$ cat src/rtl/useq_pkg.sv
package useq_pkg;
  typedef struct packed {
    logic loadTarget;
    logic useIr;
  } seqStrobes_t;
endpackage

$ cat src/rtl/useq_ctrl.sv
module useq_ctrl
  import useq_pkg::*;
#(
  parameter int WORD_W    = 26,
  parameter int ADDR_W    = 9,
  parameter int SRC_BIT   = 0,
  parameter int LOAD_BIT  = 1,
  parameter int FIELD_LSB = 2
) (
  input  logic [WORD_W-1:0] mcWord,
  output seqStrobes_t       strobes,
  output logic [ADDR_W-1:0] jumpField
);
  localparam int FIELD_MSB = FIELD_LSB + ADDR_W - 1;

  always_comb begin
    strobes.loadTarget = mcWord[LOAD_BIT];
    strobes.useIr      = mcWord[SRC_BIT];
    jumpField          = mcWord[FIELD_MSB:FIELD_LSB];
  end
endmodule

$ cat src/rtl/useq_datapath.sv
module useq_datapath
  import useq_pkg::*;
#(
  parameter int WORD_W = 26,
  parameter int ADDR_W = 9,
  parameter int IR_W   = 8
) (
  input  logic              clk,
  input  logic              rst,
  input  seqStrobes_t       strobes,
  input  logic [ADDR_W-1:0] jumpField,
  input  logic [IR_W-1:0]   irValue,
  input  logic [WORD_W-1:0] mcWord,
  output logic [ADDR_W-1:0] uPc,
  output logic [WORD_W-1:0] mwOut
);
  logic [ADDR_W-1:0] irTarget;
  logic [ADDR_W-1:0] nextPc;

  generate
    if (ADDR_W > IR_W) begin : g_irPad
      assign irTarget = {{(ADDR_W-IR_W){1'b0}}, irValue};
    end else begin : g_irTrim
      assign irTarget = irValue[ADDR_W-1:0];
    end
  endgenerate

  always_comb begin
    if (!strobes.loadTarget) nextPc = uPc + 1'b1;
    else if (strobes.useIr)  nextPc = irTarget;
    else                     nextPc = jumpField;
  end

  always_ff @(posedge clk) begin
    if (rst) begin
      uPc   <= '0;
      mwOut <= '0;
    end else begin
      uPc   <= nextPc;
      mwOut <= mcWord;
    end
  end

  a_r1_reset_clears: assert property (@(posedge clk)
    rst |=> (uPc == '0 && mwOut == '0));

  a_r2_step: assert property (@(posedge clk) disable iff (rst)
    !mcWord[1] |=> uPc == ADDR_W'($past(uPc) + 1'b1));

  a_r3_embedded: assert property (@(posedge clk) disable iff (rst)
    (mcWord[1] && !mcWord[0]) |=> uPc == $past(mcWord[ADDR_W+1:2]));

  a_r4_dispatch: assert property (@(posedge clk) disable iff (rst)
    (mcWord[1] && mcWord[0]) |=> uPc == ADDR_W'($past(irValue)));

  a_r6_pipe: assert property (@(posedge clk) disable iff (rst)
    !rst |=> mwOut == $past(mcWord));
endmodule

$ cat src/rtl/useq_top.sv
module useq_top
  import useq_pkg::*;
#(
  parameter int WORD_W = 26,
  parameter int ADDR_W = 9,
  parameter int IR_W   = 8
) (
  input  logic              clk,
  input  logic              rst,
  input  logic [WORD_W-1:0] mcWord,
  input  logic [IR_W-1:0]   irValue,
  output logic [ADDR_W-1:0] uPc,
  output logic [WORD_W-1:0] mwOut
);
  seqStrobes_t       strobes;
  logic [ADDR_W-1:0] jumpField;

  useq_ctrl #(
    .WORD_W(WORD_W), .ADDR_W(ADDR_W),
    .SRC_BIT(0), .LOAD_BIT(1), .FIELD_LSB(2)
  ) u_ctrl (
    .mcWord(mcWord), .strobes(strobes), .jumpField(jumpField)
  );

  useq_datapath #(
    .WORD_W(WORD_W), .ADDR_W(ADDR_W), .IR_W(IR_W)
  ) u_dp (
    .clk(clk), .rst(rst), .strobes(strobes), .jumpField(jumpField),
    .irValue(irValue), .mcWord(mcWord), .uPc(uPc), .mwOut(mwOut)
  );
endmodule

$ cat config.mk
export PLATFORM = sky130hd
export DESIGN_NAME = useq_top
export DESIGN_NICKNAME = d
export VERILOG_FILES = /design/src/rtl/useq_pkg.sv /design/src/rtl/useq_ctrl.sv /design/src/rtl/useq_datapath.sv /design/src/rtl/useq_top.sv
export SDC_FILE = /design/constraint.sdc
export NUM_CORES = 1
export LEC_CHECK = 0
export BUFFER_PORTS_ARGS = -buffer_cell sky130_fd_sc_hd__buf_2
export CAP_MARGIN = 10
export CORE_ASPECT_RATIO = 0.6
export CORE_MARGIN = 2
export CORE_UTILIZATION = 45
export CTS_BUF_LIST = sky130_fd_sc_hd__clkbuf_8 sky130_fd_sc_hd__clkbuf_16
export DETAILED_ROUTE_END_ITERATION = 10
export PLACE_DENSITY = 0.82
export SETUP_SLACK_MARGIN = 0.1
export SLEW_MARGIN = 25
export SYNTH_ARGS = -nofsm -noshare
export SYNTH_HDL_FRONTEND = slang
export SYNTH_SLANG_ARGS = --single-unit
$ cat constraint.sdc
create_clock -name clk -period 3.75 [get_ports clk]
set_input_delay 0.5625 -clock clk [delete_from_list [all_inputs] [get_ports clk]]
set_output_delay 0.5625 -clock clk [all_outputs]
set_load 0.02 [all_outputs]
==> results.sh <==
export IMPL_ir_drop_v=0.000248
export IMPL_utilization_pct=65.8
export IMPL_htree_levels=2
export IMPL_fin_cells=219
export IMPL_antenna_cells=0
export IMPL_hp_start="mcWord[19]"
export IMPL_drtPass1Iterations=4
export IMPL_avgSynthCellArea_sq_um=10.6
export IMPL_setup_worst_path_end_class="flop"
export IMPL_final_nets=223
export IMPL_clock_sinks=35
export IMPL_critical_path_class="flop to flop"
export IMPL_synthArstFlopShare_pct=0
export IMPL_drc=0
export IMPL_cts_resized=0
export IMPL_clkSlewWorstSetupHoldPaths_ps=70
export IMPL_drtIter0Drc=31
export IMPL_globalRouteOverflowTotal=0
export IMPL_grt_max_degree=37
export IMPL_final_cell_area_sq_um=1670
export IMPL_layout_drive_gt1_share_pct=42.2
export IMPL_crit_end="u_dp.uPc[8]"
export IMPL_cts_buffers=5
export IMPL_total_power_mw=0.776
export IMPL_io_buffers=70
export IMPL_die_area_sq_um=3150
export IMPL_cts_max_path_buffers=2
export IMPL_ys_seq_elements=35
export IMPL_worstHoldPathType="primary input to flop"
export IMPL_syn2layout_area_growth_pct=37.1
export IMPL_r2r_end="u_dp.uPc[8]"
export IMPL_cap_violations=0
export IMPL_grt_pass1_vias=994
export IMPL_rsz0062_at_grt="false"
export IMPL_avgRoutedWirePerCell_microns=12.5
export IMPL_grtUsageTotal_pct=18.3
export IMPL_postCtsSetupRepairBufs=0
export IMPL_synth_most_common_cell="dfxtp_1"
export IMPL_antenna_found_initial=0
export IMPL_netlist_instances=115
export IMPL_vias_per_cell=4.86
export IMPL_synth_cell_types=27
export IMPL_rr_startpoint="u_dp.uPc[0]"
export IMPL_max_freq_ghz=0.637
export IMPL_placed_area_sq_um=1590
export IMPL_crit_required_ps=3930
export IMPL_hold_violations=0
export IMPL_path_max_fanout=5
export IMPL_fp_row_count=14
export IMPL_gp_congestion=0.735
export IMPL_synth_top_area_share_pct=57.5
export IMPL_setup_viol=0
export IMPL_holdBufCountCts=0
export IMPL_ys_flop_type="dfxtp_1"
export IMPL_initial_core_util_pct=48.0
export IMPL_start_kind="flop"
export IMPL_synth_yosys_seq_area_share_pct=57.5
export IMPL_grt_pass1_wl_mm=4.22
export IMPL_worst_pin_slew_ps=598
export IMPL_yosysTopAreaCell="dfxtp_1"
export IMPL_routed_wl_mm=2.73
export IMPL_fin_crit_ps=1570
export IMPL_p_per_area_nw_per_um2=465
export IMPL_io_pins=71
export IMPL_final_period_utilization_pct=41.9
export IMPL_place_inst=211
export IMPL_slew_headroom_pct=60.2
export IMPL_reg2reg_setup_slack_ps=2180
export IMPL_slew_viol_final=0
export IMPL_finalClockSkew_ps=9.79
export IMPL_leakage_nw=0.836
export IMPL_synth_area_sq_um=1220
export IMPL_synth_edf_count=0
export IMPL_fp_dieW_microns=71.2
export IMPL_rr_worst_depth=4
export IMPL_outcome="finished, final reports clean"
export IMPL_synth_warnings=0
export IMPL_clock_latency_ps=280
export IMPL_startpoint="u_dp.uPc[0]"
export IMPL_cp_arrival_ps=1750
export IMPL_chipHeight_microns=44.3
export IMPL_postSynthNetCount=152
export IMPL_hpwl_mm=1.97
export IMPL_ant_nets=0
export IMPL_cts_root_buf="clkbuf_8"
export IMPL_setup_tns_ps=0
export IMPL_synthTopCellsByCount="dfxtp_1 (35), nor2b_1 (25), mux2i_1 (7)"
export IMPL_cts_tree="yes"
export IMPL_core_area_sq_um=2540
export IMPL_num_vias=1064
export IMPL_ys_top_cells_by_area="dfxtp_1 (57%), nor2b_1 (13%), mux2i_1 (5.7%)"
-- how the worst min path moves through the flow --
stage	endpoint	cells after the start
global route	u_dp.mwOut[24]	2
global placement	u_dp.uPc[7]	2
floorplan	u_dp.uPc[7]	2
CTS	u_dp.mwOut[19]	2
detailed placement	u_dp.uPc[7]	2
finish	u_dp.mwOut[19]	2
-- kinds of logic (layout without fill, tap and decap cells) --
logic type                 count (synthesis)  in the layout  share of synthesized area [%]
muxes                                      7              7                           5.75
xor gates and xnor gates                   3              3                           2.16
DFF                                       35             35                           57.5
AOI/OAI and AO/OA                         19             19                           11.0
adders and majority gates                  1              1                           1.03
buffers and inverters                      9             81                           2.87
and+or+nand+nor                           41             41                           19.7
-- worst max-delay path, stage by stage, from the launching register on --
cell,delay (ps)
dfxtp_1,400
ha_1,230
nand3_2,150
o311a_1,370
a311o_1,310
-- area by class of cell --
type / count / area, sq um
Fill cell: 215 / 870
Sequential cell: 35 / 701
Multi-Input combinational cell: 71 / 483
Timing Repair Buffer: 70 / 350
Clock buffer: 5 / 68.8
Tap cell: 32 / 40.0
Clock inverter: 3 / 16.3
Inverter: 3 / 11.3
-- power breakdown --
part | internal (mW) | total [mW] | leakage [nW] | switching, mW
combinational | 0.0475 | 0.112 | 0.499 | 0.0646
clock | 0.127 | 0.258 | 0.0453 | 0.132
sequential | 0.394 | 0.406 | 0.292 | 0.0119
total | 0.568 | 0.776 | 0.836 | 0.208
-- layout by cell type, fill, tap and decap left out --
cell type,instances
buf_2,70
dfxtp_1,35
nor2b_1,25
mux2i_1,7
nor2_1,5
clkbuf_8,5
inv_1,4
a21o_1,4
a211oi_1,4
a21oi_1,3
nand3_1,2
or3_1,2
o21ai_0,2
a31oi_1,2
nand2_1,2
xor2_1,2
nand4_1,1
nand3_2,1
or3_2,1
nor3_1,1
o21a_1,1
o31a_1,1
xnor2_1,1
o311a_1,1
nor4_1,1
a311o_1,1
ha_1,1
clkinvlp_4,1
clkinv_2,1
-- metal layers --
metal / GRT usage [%] / share of wire, % / vias to the layer above
met1: 21.6 / 43 / 489
met2: 28.9 / 47 / 40
met3: 7.52 / 8.5 / 7
met4: 10.2 / 1.8 / 0
li1: - / - / 528
met5: 0 / 0 / -
-- sequential cells by signal, summed over array words and instances, names as in the netlist --
| register | count |
|---|---|
| u_dp.uPc | 9 |
| u_dp.mwOut | 26 |
-- through the flow --
step                      hold WS [ps]  setup WS [ps]
after global routing               485           2160
final                              479           2180
after detailed placement           510           2020
after floorplan                    584           2160
after CTS                          477           2200
after global placement             510           2090
Note: power is estimated with default switching activity, not from simulation.
